$ cat config.mk
export PLATFORM = sky130hd
export DESIGN_NAME = burst_seq
export DESIGN_NICKNAME = d
export VERILOG_FILES = /design/src/rtl/burst_seq_pkg.sv /design/src/rtl/burst_seq_addr.sv /design/src/rtl/burst_seq_ctrl.sv /design/src/rtl/burst_seq.sv
export SDC_FILE = /design/constraint.sdc
export NUM_CORES = 1
export LEC_CHECK = 0
export BUFFER_PORTS_ARGS = -buffer_cell sky130_fd_sc_hd__clkbuf_2
export CORE_ASPECT_RATIO = 0.75
export CORE_MARGIN = 4
export CORE_UTILIZATION = 54
export CTS_CLUSTER_SIZE = 8
export DETAILED_ROUTE_END_ITERATION = 16
export PLACE_DENSITY = 0.83
export REMOVE_ABC_BUFFERS = 1
export SKIP_LAST_GASP = 1
export SLEW_MARGIN = 20
export SYNTH_ARGS = -nofsm -noshare
export SYNTH_HDL_FRONTEND = slang
export SYNTH_SLANG_ARGS = --single-unit
$ cat constraint.sdc
create_clock -name clk -period 3 [get_ports clk]
set_input_delay 0.15 -clock clk [delete_from_list [all_inputs] [get_ports clk]]
set_output_delay 0.15 -clock clk [all_outputs]
set_load 0.03 [all_outputs]
$ cat src/rtl/burst_seq_pkg.sv
package burst_seq_pkg;

  typedef enum logic [1:0] {
    LEN_CONT = 2'd0,
    LEN_8    = 2'd1,
    LEN_16   = 2'd2,
    LEN_32   = 2'd3
  } burstLen_e;

  typedef enum logic [1:0] {
    ST_IDLE = 2'd0,
    ST_WAIT = 2'd1,
    ST_DATA = 2'd2
  } seqState_e;

  // strobes from control to datapath
  typedef struct packed {
    logic load;
    logic step;
  } seqCmd_t;

endpackage

$ cat src/rtl/burst_seq_addr.sv
module burst_seq_addr
  import burst_seq_pkg::*;
#(
  parameter int ADDR_W   = 16,
  parameter int BLOCK_W  = 6,
  parameter int BASE_LAT = 4,
  parameter int LAT_W    = 4
) (
  input  logic              clk,
  input  logic              rstN,
  input  seqCmd_t           cmd,
  input  logic [ADDR_W-1:0] startAddr,
  input  burstLen_e         lenSel,
  input  logic              fastClass,
  output logic [ADDR_W-1:0] arrayAddr,
  output logic [LAT_W-1:0]  firstLatency
);

  localparam logic [ADDR_W-1:0] MASK_8  = ADDR_W'(7);
  localparam logic [ADDR_W-1:0] MASK_16 = ADDR_W'(15);
  localparam logic [ADDR_W-1:0] MASK_32 = ADDR_W'(31);
  localparam logic [ADDR_W-1:0] MASK_ALL = '1;

  logic [ADDR_W-1:0] addrQ;
  logic [ADDR_W-1:0] wrapMask;
  logic [ADDR_W-1:0] nextAddr;
  logic              startOdd;
  logic              crossBlk;

  always_comb begin
    case (lenSel)
      LEN_8:   wrapMask = MASK_8;
      LEN_16:  wrapMask = MASK_16;
      LEN_32:  wrapMask = MASK_32;
      default: wrapMask = MASK_ALL;
    endcase
  end

  // only bits under the mask advance; the rest stay put
  assign nextAddr = (addrQ & ~wrapMask) | ((addrQ + ADDR_W'(1)) & wrapMask);

  // first fetched pair spans two blocks when start is the block's last word
  assign startOdd = startAddr[0];
  assign crossBlk = &startAddr[BLOCK_W-1:0];

  assign firstLatency = LAT_W'(BASE_LAT) + LAT_W'(startOdd) + LAT_W'(fastClass)
                      + (crossBlk ? LAT_W'(2) : LAT_W'(0));

  always_ff @(posedge clk) begin
    if (!rstN)         addrQ <= '0;
    else if (cmd.load) addrQ <= startAddr;
    else if (cmd.step) addrQ <= nextAddr;
  end

  assign arrayAddr = addrQ;

  a_r7_load: assert property (@(posedge clk) disable iff (!rstN)
    cmd.load |=> arrayAddr == $past(startAddr));

  a_r7_hold: assert property (@(posedge clk) disable iff (!rstN)
    !cmd.load && !cmd.step |=> $stable(arrayAddr));

  a_r9_cont_step: assert property (@(posedge clk) disable iff (!rstN)
    cmd.step && !cmd.load && lenSel == LEN_CONT
      |=> arrayAddr == $past(arrayAddr) + ADDR_W'(1));

  a_r8_upper_fixed: assert property (@(posedge clk) disable iff (!rstN)
    cmd.step && !cmd.load && lenSel != LEN_CONT
      |=> ((arrayAddr ^ $past(arrayAddr)) & ~$past(wrapMask)) == '0);

endmodule

$ cat src/rtl/burst_seq_ctrl.sv
module burst_seq_ctrl
  import burst_seq_pkg::*;
#(
  parameter int LAT_W = 4
) (
  input  logic             clk,
  input  logic             rstN,
  input  logic             addrValid,
  input  logic [LAT_W-1:0] firstLatency,
  output seqCmd_t          cmd,
  output logic             waitOut,
  output logic             dataValid
);

  seqState_e        stateQ;
  logic [LAT_W-1:0] cntQ;

  always_ff @(posedge clk) begin
    if (!rstN) begin
      stateQ <= ST_IDLE;
      cntQ   <= '0;
    end else if (addrValid) begin
      stateQ <= ST_WAIT;
      cntQ   <= firstLatency - LAT_W'(1);
    end else begin
      case (stateQ)
        ST_WAIT: begin
          if (cntQ == '0) stateQ <= ST_DATA;
          else            cntQ   <= cntQ - LAT_W'(1);
        end
        default: ;
      endcase
    end
  end

  assign waitOut   = (stateQ == ST_WAIT);
  assign dataValid = (stateQ == ST_DATA);
  assign cmd.load  = addrValid;
  assign cmd.step  = (stateQ == ST_DATA) && !addrValid;

  a_r6_exclusive: assert property (@(posedge clk) disable iff (!rstN)
    !(waitOut && dataValid));

  a_r10_reload: assert property (@(posedge clk) disable iff (!rstN)
    addrValid |=> waitOut && !dataValid);

  a_r2_wait_hold: assert property (@(posedge clk) disable iff (!rstN)
    waitOut && cntQ != '0 && !addrValid |=> waitOut);

  a_r2_wait_exit: assert property (@(posedge clk) disable iff (!rstN)
    waitOut && cntQ == '0 && !addrValid |=> dataValid);

  a_r7_valid_stays: assert property (@(posedge clk) disable iff (!rstN)
    dataValid && !addrValid |=> dataValid);

endmodule

$ cat src/rtl/burst_seq.sv
module burst_seq
  import burst_seq_pkg::*;
#(
  parameter int ADDR_W   = 16,
  parameter int BLOCK_W  = 6,
  parameter int BASE_LAT = 4
) (
  input  logic              clk,
  input  logic              rstN,
  input  logic              addrValid,
  input  logic [ADDR_W-1:0] startAddr,
  input  logic [1:0]        burstLen,
  input  logic              fastClass,
  output logic [ADDR_W-1:0] arrayAddr,
  output logic              dataValid,
  output logic              waitOut
);

  // worst case adds odd, fast class and crossing to the base
  localparam int MAX_LAT = BASE_LAT + 4;
  localparam int LAT_W   = $clog2(MAX_LAT + 1) + 1;

  seqCmd_t          cmd;
  logic [LAT_W-1:0] firstLatency;

  burst_seq_addr #(
    .ADDR_W(ADDR_W), .BLOCK_W(BLOCK_W), .BASE_LAT(BASE_LAT), .LAT_W(LAT_W)
  ) i_addr (
    .clk(clk), .rstN(rstN), .cmd(cmd), .startAddr(startAddr),
    .lenSel(burstLen_e'(burstLen)), .fastClass(fastClass),
    .arrayAddr(arrayAddr), .firstLatency(firstLatency)
  );

  burst_seq_ctrl #(.LAT_W(LAT_W)) i_ctrl (
    .clk(clk), .rstN(rstN), .addrValid(addrValid), .firstLatency(firstLatency),
    .cmd(cmd), .waitOut(waitOut), .dataValid(dataValid)
  );

endmodule

==> results of run 1 <==
[area by class of cell]
| class | count | share of cell area |
|---|---|---|
| inverter | 11 | 0.0266 |
| multi-input combinational | 116 | 0.506 |
| clock inverter | 1 | 0.00323 |
| timing repair buffer | 39 | 0.126 |
| tap | 34 | 0.0274 |
| clock buffer | 3 | 0.0145 |
| sequential | 23 | 0.297 |
[worst max-delay path, stage by stage (launching register included)]
cell     delay (ns)
dfxtp_1        0.46
nand4_2        0.27
or2_2          0.40
or4_1          0.50
a31oi_1        0.16
[per-layer routing]
metal  part of all wire  track usage
met1               0.45        0.256
met2               0.46        0.326
met3              0.084       0.0716
met4             0.0046       0.0456
met5                  0            0
[report_power, final]
part | switching, uW | total [uW] | internal (uW)
clock network | 93.5 | 143 | 49.9
registers | 27.5 | 354 | 326
logic | 89.2 | 148 | 58.9
total | 210 | 645 | 435
[cells in the mapped netlist, drive strengths merged]
library cell | instances | area (um2)
o211a | 4 | 40.0
o31ai | 2 | 15.0
or3 | 2 | 18.8
nor2 | 2 | 7.51
a211oi | 1 | 7.51
a21boi | 1 | 7.51
clkbuf | 5 | 18.8
and2b | 1 | 8.76
xor2 | 2 | 17.5
nand2b | 1 | 6.26
nand4b | 1 | 23.8
nand3b | 3 | 22.5
a31oi | 3 | 18.8
inv | 11 | 41.3
nor3 | 7 | 35.0
and2 | 1 | 6.26
or4 | 2 | 15.0
xnor2 | 11 | 96.3
nand2 | 14 | 52.6
dfxtp | 23 | 460
nor4 | 5 | 31.3
ha | 6 | 75.1
or4b | 1 | 10.0
mux2i | 1 | 10.0
nand3 | 4 | 20.0
or2 | 2 | 12.5
nor2b | 2 | 12.5
nand4 | 4 | 31.3
nor4b | 3 | 26.3
nor3b | 1 | 7.51
o21ai | 16 | 80.1
a21oi | 12 | 60.1
and4 | 1 | 8.76
[stage by stage]
step	std cells	util
global route	227	0.672
global placement	223	0.660
detailed placement	223	0.660
CTS	227	0.672
floorplan	150	-
finish	227	0.672
[kinds of logic (layout without fill, tap and decap cells)]
family | Yosys count | count (layout) | synth area share
buf+inv | 16 | 54 | 0.0460
fa+ha+maj | 6 | 6 | 0.0575
compound gates | 39 | 39 | 0.175
flops | 23 | 23 | 0.353
xor+xnor | 13 | 13 | 0.0872
simple gates | 57 | 57 | 0.273
mux | 1 | 1 | 0.00767
[final timing paths]
path	start	endpoint	slack, ns	cells after the start
worst min-delay path	startAddr[2]	i_addr.arrayAddr[2]	0.08	2
worst max-delay path	flip-flop	flip-flop	1.16	4
worst max register to register	flip-flop	flip-flop	1.16	4
worst min register to register	i_ctrl.cntQ[4]	i_ctrl.cntQ[4]	0.53	1
==> run metrics, run 1 <==
gr usage total=0.201; CTS Root Cell=clkbuf_4; die height=50.6 um; Routability Congestion=0.904; drt pass-1 iters=4; dpl ws=1.16 ns; cts hold-fix bufs=0; Max Cap Violations=0; Cell variety after synth=35; Crit Path Category=flip-flop to flip-flop; setup violators final=0; core area=2310 um2; footprint of the multi-input gates=785 um2; setup bufs post-CTS=0; Routed Antenna Nets=0; ant diodes=0; final hold vios=0; Critical Path Sink Type=flip-flop; FMAX=542 MHz; setup_tns=0 ns; DP HPWL=2350 um; DRT iter0 DRCs=84; WHS=0.0768 ns; Synth Area per Inst=8.42 um2; power consumption=645 uW; critical path launch point type=flip-flop; period utilization=0.615; Post-DP Area=1520 um2; initial antenna violation count=0; Yosys reg bits=23; Num CTS Buffers=3; Lkg Pwr=0.000681 uW; setup ws final=1.16 ns; pwr/cell area=416 nW/um2; Final Max Tran Viols=0; filler instances=217; starting density of the core=0.565; Synth Warn #=0; GR Overflow Total=0; vias in the first global route=1167; # DRC=0; most common cell after layout, fill and taps aside=clkbuf_2; Peak supply drop=0.331 mV; Die W=64.8 um; worst path required time=3.26 ns; nets=222; htree depth=1; Cell Area, Synth=1310 um2; RSZ-0062 raised after global routing=false; clock sink count=23; FP Rows=15; Min-Delay Path Class=input pin to flip-flop; Gates resized, CTS repair=0; CP Data Arrival Time=2.10 ns; Worst Skew=0.00862 ns; routed wire length=3070 um; design area=1550 um2; relative slew slack=0.431; commonest non-fill, non-tap cells in the layout=clkbuf_2 (39), dfxtp_1 (23), o21ai_0 (16); pin count of the biggest net entering global routing=34; share of cells above drive strength 1=0.264; clk slew on worst S/H paths=0.13 ns; routed length per placed instance=13.5 um; post-synthesis sequential area ratio=0.353; Reg area=460 um2; clock latency on the worst-skew pair=0.31 ns; number of top-level pins=40; Worst-Margin Slew=0.852 ns; cells after synthesis=155; PortBufs=39; Area Growth Syn to Fin=18.9%; Vias/cell=5.55; CTS tree=built; outcome=finished, final reports clean; global-route wire length before repair=5150 um; worst-path fanout max=10; routed vias=1259; Tmin final=1.84 ns; die area=3280 um2; CTS Buffer Depth=2
(Power assumes the default switching activity.)
==> run 2, diff against run 1 <==
--- a/config.mk
+++ b/config.mk
@@ -8,10 +8,10 @@
 export BUFFER_PORTS_ARGS = -buffer_cell sky130_fd_sc_hd__clkbuf_2
 export CORE_ASPECT_RATIO = 0.75
 export CORE_MARGIN = 4
-export CORE_UTILIZATION = 54
+export CORE_UTILIZATION = 50
 export CTS_CLUSTER_SIZE = 8
 export DETAILED_ROUTE_END_ITERATION = 16
-export PLACE_DENSITY = 0.83
+export PLACE_DENSITY = 0.78
 export REMOVE_ABC_BUFFERS = 1
 export SKIP_LAST_GASP = 1
 export SLEW_MARGIN = 20
==> constraint.sdc (replaced) <==
create_clock -name clk -period 1.8 [get_ports clk]
set_input_delay 0.09 -clock clk [delete_from_list [all_inputs] [get_ports clk]]
set_output_delay 0.09 -clock clk [all_outputs]
set_load 0.03 [all_outputs]
==> run 2 against run 1 <==
  * Combinational power rose by 92%
  * Global-route usage rose by 1.4 points
  * Core utilization rose by 1.8 points
  * Sequential share of layout area fell by 1.7 points
  * Die area rose by 6.9%
  * Clock power rose by 68%
  * Clock skew fell by 0.0022 ns
==> run metrics, run 2 (synthesis results as in run 1) <==
outcome=finished, final reports clean (unchanged); CP delay by family, top=simple AND/OR/NAND/NOR gates (unchanged); Min-Delay Path Class=input pin to flip-flop (unchanged); relative slew slack=0.627 (was 0.431); design area=1640 um2 (was 1550 um2); worst-path cell chain=nand4_1, or3_4, or4_1, a31oi_1 (was nand4_2, or2_2, or4_1, a31oi_1); period utilization=0.947 (was 0.615); CP Data Arrival Time=1.96 ns (was 2.10 ns); Vias/cell=5.49 (was 5.55); vias in the first global route=1267 (was 1167); Post-DP Area=1610 um2 (was 1520 um2); most common cell after layout, fill and taps aside=clkbuf_2 (unchanged); clock latency on the worst-skew pair=0.32 ns (was 0.31 ns); drt pass-1 iters=5 (was 4); Worst Skew=0.00639 ns (was 0.00862 ns); die height=52.2 um (was 50.6 um); share of cells above drive strength 1=0.302 (was 0.264); setup_tns=0 ns (unchanged); Crit. path cell count=4 (unchanged); cts hold-fix bufs=0 (unchanged); initial antenna violation count=0 (unchanged); ant diodes=0 (unchanged); worst-case reg-to-reg path depth=4 (unchanged); nets=234 (was 222); setup ws final=0.0962 ns (was 1.16 ns); GR Overflow Total=0 (unchanged); DRT iter0 DRCs=44 (was 84); Routed Antenna Nets=0 (unchanged); Worst-Margin Slew=0.559 ns (was 0.852 ns); routed wire length=3300 um (was 3070 um); gr usage total=0.215 (was 0.201); # DRC=0 (unchanged); RSZ-0062 raised after global routing=false (unchanged); Tmin final=1.70 ns (was 1.84 ns); Lkg Pwr=0.000739 uW (was 0.000681 uW); FMAX=587 MHz (was 542 MHz); critical path launch point type=flip-flop (unchanged); Max Cap Violations=0 (unchanged); Num CTS Buffers=3 (unchanged); CP max-delay cell=or4_1 (unchanged); Critical Path Max Stage Delay=0.47 ns (was 0.50 ns); Routability Congestion=0.906 (was 0.904); worst-path fanout max=4 (was 10); clock sink count=23 (unchanged); Critical Path Sink Type=flip-flop (unchanged); WP buf/inv=0 (unchanged); Final Max Tran Viols=0 (unchanged); core area=2380 um2 (was 2310 um2); Finished Layout Cells=239 (was 227); routed length per placed instance=13.8 um (was 13.5 um); die area=3500 um2 (was 3280 um2); routed vias=1312 (was 1259); WHS Path Cells=2 (unchanged); Die W=67.0 um (was 64.8 um); FP Rows=15 (unchanged); DP HPWL=2580 um (was 2350 um); pwr/cell area=672 nW/um2 (was 416 nW/um2); global-route wire length before repair=5690 um (was 5150 um); pin count of the biggest net entering global routing=22 (was 34); final hold vios=0 (unchanged); commonest non-fill, non-tap cells in the layout=clkbuf_2 (39), dfxtp_1 (23), o21ai_0 (16) (unchanged); clk slew on worst S/H paths=0.12 ns (was 0.13 ns); Area Growth Syn to Fin=26.0% (was 18.9%); setup violators final=0 (unchanged); setup bufs post-CTS=0 (unchanged); Crit Path Category=flip-flop to flip-flop (unchanged); # placed instances=235 (was 223); CTS tree=built (unchanged); number of top-level pins=40 (unchanged); CTS Root Cell=clkbuf_4 (unchanged); PortBufs=39 (unchanged); worst path required time=2.06 ns (was 3.26 ns); dpl ws=-0.0289 ns (was 1.16 ns); htree depth=1 (unchanged); Gates resized, CTS repair=1 (was 0); CTS Buffer Depth=2 (unchanged); starting density of the core=0.548 (was 0.565); Peak supply drop=0.385 mV (was 0.331 mV)
[run 2: cell types whose count changed in the layout (fill, tap and decap cells not counted)]
cell / change
or4b_4: +1
clkbuf_1: +1
clkinv_2: -1
or4b_2: -1
buf_4: +12
[run 2: through the flow]
stage | hold slack [ns] | utilization | power (uW)
after floorplan | 0.206 | - | 758
after global placement | 0.338 | 0.677 | 857
after detailed placement | 0.347 | 0.677 | 870
after CTS | 0.0171 | 0.690 | 1110
after global routing | 0.0279 | 0.690 | 1170
final | 0.0177 | 0.690 | 1100
[run 2: worst paths after layout]
kind / from / endpoint / slack (ns)
worst min-delay path: startAddr[1] / i_addr.arrayAddr[1] / 0.02
worst max-delay path: flip-flop / flip-flop / 0.1
worst max register to register: flip-flop / flip-flop / 0.1
worst min register to register: i_ctrl.cntQ[4] / i_ctrl.cntQ[4] / 0.51
[run 2: final cells by class]
cell class / count / area, um2
tap: 34 / 42.5
sequential: 23 / 460
inverter: 11 / 41.3
clock buffer: 4 / 26.3
timing repair buffer: 51 / 285
multi-input combinational: 116 / 788
fill: 234 / 739
[run 2: worst reg2reg max path, cell delays in order (launching register included)]
cell     delay, ns
dfxtp_1       0.41
nand4_1       0.18
or3_4         0.41
or4_1         0.47
a31oi_1       0.17
[run 2: per-layer routing]
layer | GRT usage | wire (um) | up-vias
met5 | 0 | 0 | -
met4 | 0.0572 | 34 | 0
met3 | 0.0622 | 252 | 6
met2 | 0.360 | 1520 | 38
met1 | 0.271 | 1490 | 603
li1 | - | - | 665
[run 2: report_power, final]
group / switching (uW) / leakage (uW) / internal, uW / total [uW]
logic: 167 / 0.000533 / 117 / 284
registers: 36.7 / 0.000191 / 544 / 581
clock network: 153 / 0.0000150 / 86.8 / 240
